$ cat src/rtl/hwbp_pkg.sv
package hwbp_pkg;
  localparam int NSLOT  = 4;
  localparam int REG_W  = 32;
  localparam int REG_AW = 3;

  localparam logic [REG_AW-1:0] RA_STAT = 3'd4;
  localparam logic [REG_AW-1:0] RA_CTRL = 3'd5;

  localparam int CTL_PROT    = 13;
  localparam int STS_PROT    = 13;
  localparam int FIELD_BASE  = 16;
  localparam int FIELD_PITCH = 4;

  localparam logic [REG_W-1:0] CTRL_WMASK = 32'hFFFF_23FF;
  localparam logic [REG_W-1:0] STAT_WMASK = 32'h0000_200F;

  typedef enum logic [1:0] {
    COND_EXEC = 2'b00,
    COND_WR   = 2'b01,
    COND_NONE = 2'b10,
    COND_RW   = 2'b11
  } cond_e;

  function automatic logic [REG_W-1:0] local_mask();
    logic [REG_W-1:0] m;
    m = '0;
    for (int i = 0; i < NSLOT; i++) m[2*i] = 1'b1;
    return m;
  endfunction

  function automatic logic [REG_W-1:0] global_mask();
    logic [REG_W-1:0] m;
    m = '0;
    for (int i = 0; i < NSLOT; i++) m[2*i+1] = 1'b1;
    return m;
  endfunction
endpackage

$ cat src/rtl/hwbp_slot.sv
module hwbp_slot
  import hwbp_pkg::*;
#(
  parameter int ADDR_W = 32
) (
  input  logic [ADDR_W-1:0] bp_addr,
  input  logic [1:0]        cond,
  input  logic [1:0]        len,
  input  logic              fetch_valid,
  input  logic [ADDR_W-1:0] fetch_addr,
  input  logic              data_valid,
  input  logic              data_write,
  input  logic [ADDR_W-1:0] data_addr,
  output logic              hit
);
  logic [ADDR_W-1:0] low_bits;
  logic [ADDR_W-1:0] keep;
  logic              fetch_hit;
  logic              data_hit;
  logic              same_window;
  cond_e             kind;

  always_comb begin
    kind = cond_e'(cond);
    unique case (len)
      2'b00:   low_bits = '0;
      2'b01:   low_bits = ADDR_W'(1);
      2'b10:   low_bits = ADDR_W'(7);
      default: low_bits = ADDR_W'(3);
    endcase
    keep        = ~low_bits;
    same_window = (data_addr & keep) == (bp_addr & keep);
    fetch_hit   = fetch_valid && (kind == COND_EXEC) && (fetch_addr == bp_addr);
    data_hit    = data_valid && same_window &&
                  (((kind == COND_WR) && data_write) || (kind == COND_RW));
    hit         = fetch_hit || data_hit;
  end
endmodule

$ cat src/rtl/hwbp_regs.sv
module hwbp_regs
  import hwbp_pkg::*;
#(
  parameter int ADDR_W = 32
) (
  input  logic                         clk,
  input  logic                         rst_n,
  input  logic                         reg_valid,
  input  logic                         reg_we,
  input  logic [REG_AW-1:0]            reg_addr,
  input  logic [REG_W-1:0]             reg_wdata,
  input  logic                         task_switch,
  input  logic                         handler_entry,
  input  logic [NSLOT-1:0]             slot_hit,
  output logic [NSLOT-1:0][ADDR_W-1:0] bp_addr,
  output logic [REG_W-1:0]             ctrl_q,
  output logic [REG_W-1:0]             status_q,
  output logic                         prot_trap,
  output logic                         reg_rvalid,
  output logic [REG_W-1:0]             reg_rdata
);
  localparam logic [REG_W-1:0] LMASK = local_mask();

  logic             wr_ok;
  logic             rd_ok;
  logic [REG_W-1:0] ctrl_n;
  logic [REG_W-1:0] status_n;
  logic [REG_W-1:0] rd_mux;

  always_comb begin
    prot_trap = reg_valid && ctrl_q[CTL_PROT];
    wr_ok     = reg_valid && reg_we && !ctrl_q[CTL_PROT];
    rd_ok     = reg_valid && !reg_we && !ctrl_q[CTL_PROT];

    ctrl_n = ctrl_q;
    if (wr_ok && reg_addr == RA_CTRL) ctrl_n = reg_wdata & CTRL_WMASK;
    if (task_switch) ctrl_n = ctrl_n & ~LMASK;
    if (handler_entry) ctrl_n[CTL_PROT] = 1'b0;

    status_n = status_q;
    if (wr_ok && reg_addr == RA_STAT) status_n = reg_wdata & STAT_WMASK;
    status_n[NSLOT-1:0] = status_n[NSLOT-1:0] | slot_hit;
    if (prot_trap) status_n[STS_PROT] = 1'b1;

    rd_mux = '0;
    for (int i = 0; i < NSLOT; i++)
      if (reg_addr == REG_AW'(i)) rd_mux = REG_W'(bp_addr[i]);
    if (reg_addr == RA_STAT) rd_mux = status_q;
    if (reg_addr == RA_CTRL) rd_mux = ctrl_q;
  end

  for (genvar g = 0; g < NSLOT; g++) begin : g_addr
    always_ff @(posedge clk) begin
      if (!rst_n) bp_addr[g] <= '0;
      else if (wr_ok && reg_addr == REG_AW'(g)) bp_addr[g] <= reg_wdata[ADDR_W-1:0];
    end
  end

  always_ff @(posedge clk) begin
    if (!rst_n) begin
      ctrl_q     <= '0;
      status_q   <= '0;
      reg_rvalid <= 1'b0;
      reg_rdata  <= '0;
    end else begin
      ctrl_q     <= ctrl_n;
      status_q   <= status_n;
      reg_rvalid <= rd_ok;
      if (rd_ok) reg_rdata <= rd_mux;
    end
  end
endmodule

$ cat src/rtl/hwbp_qual.sv
module hwbp_qual
  import hwbp_pkg::*;
(
  input  logic             clk,
  input  logic             rst_n,
  input  logic [NSLOT-1:0] slot_hit,
  input  logic [NSLOT-1:0] lcl_en,
  input  logic [NSLOT-1:0] gbl_en,
  input  logic             prot_trap,
  output logic             dbg_exc
);
  logic raise;

  always_comb raise = (|(slot_hit & (lcl_en | gbl_en))) || prot_trap;

  always_ff @(posedge clk) begin
    if (!rst_n) dbg_exc <= 1'b0;
    else        dbg_exc <= raise;
  end
endmodule

$ cat src/rtl/hwbp_unit.sv
module hwbp_unit
  import hwbp_pkg::*;
#(
  parameter int ADDR_W = 32
) (
  input  logic              clk,
  input  logic              rst_n,
  input  logic              reg_valid,
  output logic              reg_ready,
  input  logic              reg_we,
  input  logic [2:0]        reg_addr,
  input  logic [31:0]       reg_wdata,
  output logic              reg_rvalid,
  output logic [31:0]       reg_rdata,
  input  logic              fetch_valid,
  input  logic [ADDR_W-1:0] fetch_addr,
  input  logic              data_valid,
  input  logic              data_write,
  input  logic [ADDR_W-1:0] data_addr,
  input  logic              task_switch,
  input  logic              handler_entry,
  output logic              dbg_exc
);
  logic [NSLOT-1:0][ADDR_W-1:0] bp_addr;
  logic [REG_W-1:0]             ctrl_q;
  logic [REG_W-1:0]             status_q;
  logic [NSLOT-1:0]             slot_hit;
  logic [NSLOT-1:0]             lcl_en;
  logic [NSLOT-1:0]             gbl_en;
  logic                         prot_trap;

  assign reg_ready = 1'b1;

  hwbp_regs #(.ADDR_W(ADDR_W)) u_regs (
    .clk           (clk),
    .rst_n         (rst_n),
    .reg_valid     (reg_valid),
    .reg_we        (reg_we),
    .reg_addr      (reg_addr),
    .reg_wdata     (reg_wdata),
    .task_switch   (task_switch),
    .handler_entry (handler_entry),
    .slot_hit      (slot_hit),
    .bp_addr       (bp_addr),
    .ctrl_q        (ctrl_q),
    .status_q      (status_q),
    .prot_trap     (prot_trap),
    .reg_rvalid    (reg_rvalid),
    .reg_rdata     (reg_rdata)
  );

  for (genvar g = 0; g < NSLOT; g++) begin : g_slot
    assign lcl_en[g] = ctrl_q[2*g];
    assign gbl_en[g] = ctrl_q[2*g+1];

    hwbp_slot #(.ADDR_W(ADDR_W)) u_slot (
      .bp_addr     (bp_addr[g]),
      .cond        (ctrl_q[FIELD_BASE + FIELD_PITCH*g +: 2]),
      .len         (ctrl_q[FIELD_BASE + FIELD_PITCH*g + 2 +: 2]),
      .fetch_valid (fetch_valid),
      .fetch_addr  (fetch_addr),
      .data_valid  (data_valid),
      .data_write  (data_write),
      .data_addr   (data_addr),
      .hit         (slot_hit[g])
    );
  end

  hwbp_qual u_qual (
    .clk       (clk),
    .rst_n     (rst_n),
    .slot_hit  (slot_hit),
    .lcl_en    (lcl_en),
    .gbl_en    (gbl_en),
    .prot_trap (prot_trap),
    .dbg_exc   (dbg_exc)
  );
endmodule

$ cat config.mk
export PLATFORM = sky130hd
export DESIGN_NAME = hwbp_unit
export DESIGN_NICKNAME = d
export VERILOG_FILES = /design/src/rtl/hwbp_pkg.sv /design/src/rtl/hwbp_slot.sv /design/src/rtl/hwbp_regs.sv /design/src/rtl/hwbp_qual.sv /design/src/rtl/hwbp_unit.sv
export SDC_FILE = /design/constraint.sdc
export NUM_CORES = 1
export LEC_CHECK = 0
export BUFFER_PORTS_ARGS = -buffer_cell sky130_fd_sc_hd__buf_2
export CORE_MARGIN = 1.5
export CORE_UTILIZATION = 55
export CTS_BUF_LIST = sky130_fd_sc_hd__clkbuf_8
export DETAILED_ROUTE_END_ITERATION = 6
export PLACE_DENSITY = 0.76
export SLEW_MARGIN = 15
export SYNTH_ARGS = -nofsm -noshare
export SYNTH_HDL_FRONTEND = slang
export SYNTH_SLANG_ARGS = --single-unit
$ cat constraint.sdc
create_clock -name clk -period 4.7 [get_ports clk]
set_clock_uncertainty 0.05 [all_clocks]
set_input_delay 0.47 -clock clk [delete_from_list [all_inputs] [get_ports clk]]
set_output_delay 0.47 -clock clk [all_outputs]
set_load 0.005 [all_outputs]
==> results.ini, run 1 <==
[status]
status=finished, final reports clean

[synthesis]
synth_fa_ha_area_share_pct=0
syn_nets=1403
synth_area_per_cell_um2=8.649
ys.flop_type=dfxtp_1
synth_top_family_by_area=XOR/XNOR gates
ys_seq_area_share_pct=34.67
synth-simple-area-share_pct=19.75
synth-xor-area-share_pct=19.78
ys_ff_latch=194
yosysMostFrequentCell=nand2_1
syn_inst=1295
synth_common_cells=nand2_1, xor2_1, dfxtp_1
synth_compound_area_share_pct=15.68
yosys_warnings=0
synth_edf_count=0
yosys.area.top_type_share_pct=34.67
synthArstFlopShare_pct=0
synth_cell_type_count=51
synth_mux_area_share_pct=6.535
yosysTopAreaCell=dfxtp_1
synth_area_um2=11200
synth_area_leaders=dfxtp_1, xor2_1, nand2_1

[layout]
antenna_cells=0
nets=1495
regArea_um2=3884
drive_above_1_share_pct=16.29
fillers=1795
fin_area_um2=12370
area_growth_syn_to_layout_pct=10.47
multi_input_area_um2=6948

[route]
viasPerCell=6.201
ant_nets=0
avgRoutedWirePerCell_um=25.06
vias=10360
drt_iter0_drc=1223
dr.pass1.iters=5
drc=0
drt-total-wl_mm=41.84

[clock_tree]
cts_buffers=17
cts.sinks=194
clk_path_buf_depth=2
cts-htree-levels=4
clkLatencyLatePin_ns=0.51
cts_tree=yes
cts-resized-gates=0
clk_pin_slew_ns=0.11
postCtsHoldBufs=0
cts_setup_buffers=0
clock-root-buffer=clkbuf_8

[grt]
grt.busiest_layer=met2
globalRouteOverflowTotal=0
grtUsageMet1_pct=57.09
grt_max_degree=76
globalRouteMet2Util_pct=62.05
antenna_found_initial=0
grt_usage_pct=39.79
grt_use_met3_pct=5.956
grt_pass1_wl_mm=62.20
grt_pass1_vias=9670

[floorplanning]
die_height_um=145.7
die_w_um=145.7
die_area_um2=21230
core_um2=20100
initial_utilization_pct=55.71
fp-row-count=52
ios=143

[min_path]
hp-class=in -> reg
min_from=handler_entry

[critical_path]
r2r-start=u_regs.ctrl_q[13]
path_class=in -> reg
crit_path_end_kind=register
worstSetupStartpoint=reg_addr[1]
critPathLaunchType=primary input
arrival_ns=2.76
critPathMaxFanout=32
worst_ep_required_time_ns=5.03

[timing]
rsz0062_at_grt=no
max_slew_margin_pct=29.81
min_period_over_period_pct=51.71
finalMaxSlewViolations=0
max_freq_mhz=411.4
tns_ns=0
period_minus_slack_ns=2.430
setup_viol=0
worstMarginPinSlew_ns=1.053
hold_viol=0

[power_and_ir_drop]
peakVddDrop_mv=0.2585
p_leak_uw=0.004879
p_total_uw=3270
powerDensity_nw_per_um2=264.3

[flow_run]
cap_violations=0

[placed_design]
routabilityCongestion=1.022
hpwl_mm=31.63
dpl_cell_area_um2=12000
io_buffers=141

-- worst max-delay path: stages --
cell and delay [ns]:
buf_2 0.64, nand2b_1 0.28, or4_2 1.04, nand2_1 0.19, a21boi_0 0.12
-- layout by cell type (no fill, tap or decap), types with 8 or more instances in the layout --
cell	instances
nand2_1	320
xor2_1	213
dfxtp_1	194
buf_2	140
a21boi_0	138
nor4_1	49
xnor2_1	40
nor2_1	39
mux4_2	28
nor3b_1	24
a221oi_1	23
a21boi_1	20
nand4_1	17
clkbuf_8	17
buf_4	13
a21oi_1	11
nor3_1	9
a22oi_1	9
mux2i_1	9
inv_1	8
-- kinds of logic after synthesis --
logic type | count (synthesis)
AND/OR/NAND/NOR | 489
buffers and inverters | 88
AO/OA/AOI/OAI | 232
flip-flops | 194
other | 1
multiplexers | 38
XOR/XNOR | 253
-- registers in the layout (all words and copies together) (netlist names) --
signal	count
u_regs.bp_addr	128
u_regs.reg_rdata	32
u_regs.ctrl_q	27
u_regs.status_q	5
u_qual.dbg_exc	1
u_regs.reg_rvalid	1
-- cell type report --
| class | instances | share of cell area, % |
|---|---|---|
| clock buffer | 17 | 1.891 |
| clock inverter | 15 | 1.143 |
| inverter | 8 | 0.2427 |
| multi-input combinational | 1013 | 56.15 |
| sequential | 194 | 31.39 |
| tap | 270 | 2.730 |
| timing repair buffer | 153 | 6.452 |
-- path summary, 6_finish.rpt --
path         slack [ns]  cells past startpoint                    to
max reg2reg        2.35                      4  u_regs.reg_rdata[10]
max                2.27                      5    u_regs.bp_addr[68]
min                0.06                      2     u_regs.ctrl_q[13]
min reg2reg        0.43                      2   u_regs.reg_rdata[0]
-- power by group --
part / internal (uW) / switching (uW) / total, uW
clock network: 393 / 693 / 1090
logic: 174 / 304 / 477
registers: 1670 / 34.0 / 1710
total: 2240 / 1030 / 3270
-- routing by layer --
metal  part of all wire (%)  routed length, um
met5                      0                  0
met4                    3.0               1239
met3                     10               4202
met2                     45              18750
met1                     42              17650
-- metrics by stage --
step	hold slack (ns)	utilization (%)	instances	setup WS, ns
floorplan	0.3936	-	1295	2.952
global placement	0.4026	59.68	1638	1.868
detailed placement	0.4137	59.68	1638	1.803
CTS	0.04659	61.54	1670	2.318
global route	0.04603	61.54	1670	2.145
finish	0.06198	61.54	1670	2.270
No activity file was read; power rests on OpenSTA's default activity.
==> run 2: changes to the inputs <==
--- a/config.mk
+++ b/config.mk
@@ -5,6 +5,7 @@
 export SDC_FILE = /design/constraint.sdc
 export NUM_CORES = 1
 export LEC_CHECK = 0
+export ABC_AREA = 1
 export BUFFER_PORTS_ARGS = -buffer_cell sky130_fd_sc_hd__buf_2
 export CORE_MARGIN = 1.5
 export CORE_UTILIZATION = 55
==> constraint.sdc (replaced) <==
create_clock -name clk -period 2.4 [get_ports clk]
set_clock_uncertainty 0.05 [all_clocks]
set_input_delay 0.24 -clock clk [delete_from_list [all_inputs] [get_ports clk]]
set_output_delay 0.24 -clock clk [all_outputs]
set_load 0.005 [all_outputs]
==> run 2 against run 1 <==
Compared with the run above:
- the flow now finishes with violations (hold timing)
- routed wire length is 32% higher
- sequential power increased by 99%
- global-route usage is 11 points higher
- final area is 3.1% higher
- combinational power increased by 150%
- count of clock-buffer cells in the layout unchanged
- sequential share of layout area is 0.96 points lower
- core utilization is 1.5 points higher
- critical endpoint is now u_qual.dbg_exc
==> results.ini, run 2 <==
[grt]
grt_pass1_wl_mm=79.98  ; +29%
grt_max_degree=106  ; +39%
antenna_found_initial=2  ; +2
grt_pass1_vias=12460  ; +29%
grt_usage_pct=50.97  ; +11 points
globalRouteOverflowTotal=0  ; unchanged

[timing]
setup_viol=0  ; unchanged
min_period_over_period_pct=91.41
tns_ns=0  ; unchanged
whs_ns=-0.0008744  ; -0.06285 ns
worstMarginPinSlew_ns=1.011  ; -0.04223 ns
rsz0062_at_grt=no
hold_viol=1  ; +1
max_freq_mhz=455.8
max_slew_margin_pct=32.52  ; +2.7 points
period_minus_slack_ns=2.194
finalMaxSlewViolations=0  ; unchanged

[synthesis]
synthArstFlopShare_pct=0  ; unchanged
ys_seq_area_share_pct=34.24  ; -0.44 points
synth_area_um2=11340  ; +1.3%
synth_edf_count=0  ; unchanged
syn_nets=1908  ; +36%
synth_area_per_cell_um2=6.302  ; -27%
syn_inst=1800  ; +39%
synth_area_leaders=dfxtp_1, nand2_1, o21ai_0
synth_cell_type_count=32  ; -37%
yosys.area.top_type_share_pct=34.24  ; -0.44 points
yosysMostFrequentCell=nand2_1
yosys_warnings=0  ; unchanged
ys.flop_type=dfxtp_1
yosysTopAreaCell=dfxtp_1
ys_ff_latch=194  ; unchanged
synth_common_cells=nand2_1, o21ai_0, inv_1

[power_and_ir_drop]
intPower_uw=4549  ; +100%
p_leak_uw=0.005380  ; +10%
powerDensity_nw_per_um2=543.1  ; +110%
p_sw_share_pct=34.37  ; +2.8 points
peakVddDrop_mv=0.4052  ; +57%
clkPwrFrac_pct=33.7  ; +0.5 points
comb_power_share_pct=17.2  ; +2.6 points
power_switching_uw=2382  ; +130%
seq_power_share_pct=49.0  ; -3.2 points

[layout]
top_register=u_regs.bp_addr
final_cell_mix=nand2_1, o21ai_0, inv_1
regArea_um2=3884  ; unchanged
area_growth_syn_to_layout_pct=12.51
mostFrequentLayoutCell=nand2_1
drive_above_1_share_pct=11.30  ; -5.0 points
nets=2016  ; +35%
reg.largest.list=u_regs.bp_addr: 128 flops, u_regs.reg_rdata: 32 flops, u_regs.ctrl_q: 27 flops
multi_input_area_um2=6354  ; -8.6%
fillers=1981  ; +10%
largest_reg_flops=128  ; unchanged

[route]
vias=13750  ; +33%
drc=0  ; unchanged
viasPerCell=6.270  ; +1.1%
dr.pass1.iters=7  ; +2
ant_nets=0  ; unchanged
avgRoutedWirePerCell_um=25.12  ; +0.26%
drt_iter0_drc=2285  ; +87%
drt-total-wl_mm=55.09  ; +32%

[status]
violations=hold timing
status=complete, but fails checks

[critical_path]
reg2reg_depth=11  ; +7
worst_ep_required_time_ns=2.77  ; -2.26 ns
path_class=reg -> reg
critPathMaxFanout=4  ; -88%
arrival_ns=2.57  ; -0.19 ns
r2r_setup_slack_ns=0.21  ; -2.14 ns
worstReg2RegEnd=u_qual.dbg_exc
r2r-start=u_regs.bp_addr[98]
critPathLaunchType=register
crit_path_end_kind=register

[clock_tree]
clock-root-buffer=clkbuf_8
cts_tree=yes
clk_path_buf_depth=2  ; unchanged
cts_setup_buffers=0  ; unchanged
cts-htree-levels=4  ; unchanged
cts-resized-gates=0  ; unchanged
cts_buffers=17  ; unchanged
clkLatencyLatePin_ns=0.50  ; about the same
cts.sinks=194  ; unchanged
clk_pin_slew_ns=0.11  ; about the same

[min_path]
min_path_cells=3  ; +1
hp-class=in -> reg
min_from=reg_wdata[31]
min_to=u_regs.ctrl_q[31]

[placed_design]
io_buffers=141  ; unchanged
routabilityCongestion=1.184  ; +16%
hpwl_mm=41.64  ; +32%

[floorplanning]
die_area_um2=21490  ; +1.2%
die_w_um=146.6  ; +0.62%
initial_utilization_pct=56.06  ; +0.35 points
die_height_um=146.6  ; +0.62%
ios=143  ; unchanged
core_um2=20230  ; +0.65%
fp-row-count=52  ; unchanged

[flow_run]
cap_violations=0  ; unchanged

run 2: power groups by stage:
stage / registers (uW) / logic (uW) / clock network (uW)
floorplan: 3430 / 598 / 0
finish: 3400 / 1190 / 2340
CTS: 3390 / 1130 / 2300
detailed placement: 3460 / 1110 / 0
global placement: 3460 / 1100 / 0
global route: 3400 / 1250 / 2390
run 2: worst max-delay path: stages (launching register included):
cell,delay [ns]
dfxtp_1,0.36
xnor2_1,0.57
nand2_1,0.18
nor2_1,0.18
nand2_1,0.13
nor2_1,0.14
nand3_1,0.09
nand2_1,0.16
nand2_1,0.07
nand3_1,0.07
nor2_1,0.05
nor2_1,0.08
run 2: final cells by class:
type | count | share of cell area [%]
Multi-Input combinational cell | 1313 | 49.78
Sequential cell | 194 | 30.43
Timing Repair Buffer | 174 | 7.804
Inverter | 208 | 6.118
Tap cell | 270 | 2.647
Clock buffer | 17 | 1.833
Clock inverter | 15 | 1.343
Antenna cell | 2 | 0.03922
run 2: per-layer routing:
metal	wire length [um]	global-route usage, %
met4	4228	31.36
met2	22630	75.31
met1	19940	66.35
met5	13	0
met3	8276	13.25
run 2: cell families after synthesis:
group | synth area share, %
simple gates | 25.81
compound gates | 23.37
buf+inv | 9.828
flops | 34.24
xor+xnor | 6.717
other cells | 0.03306
run 2: what timing repair did:
item / 4_1_cts / 5_1_grt
hold endpoints to repair: 13 / 0
endpoints found under the setup margin: 0 / 0
hold buffers: 11 / 0
run 2: worst max path at each step:
stage	from	to	slack, ns	depth (start not counted)
3_5_place_dp	reg_addr[1]	u_regs.bp_addr[121]	0.40	9
6_report	u_regs.bp_addr[98]	u_qual.dbg_exc	0.21	11
2_1_floorplan	u_regs.ctrl_q[13]	u_regs.reg_rdata[21]	0.99	4
3_3_place_gp	reg_addr[1]	u_regs.reg_rdata[1]	0.41	8
5_1_grt	u_regs.bp_addr[98]	u_qual.dbg_exc	0.16	11
4_1_cts	u_regs.ctrl_q[13]	u_regs.bp_addr[7]	0.39	6
run 2: metrics by stage:
stage	total power [uW]	setup WS, ns	util, %	cell area (um2)	std cells
global route	7048	0.1618	63.05	12760	2191
finish	6932	0.2062	63.07	12760	2193
detailed placement	4570	0.3961	60.50	12240	2148
floorplan	4028	0.9945	-	11340	1800
global placement	4563	0.4144	60.50	12240	2148
CTS	6815	0.3925	63.05	12760	2191
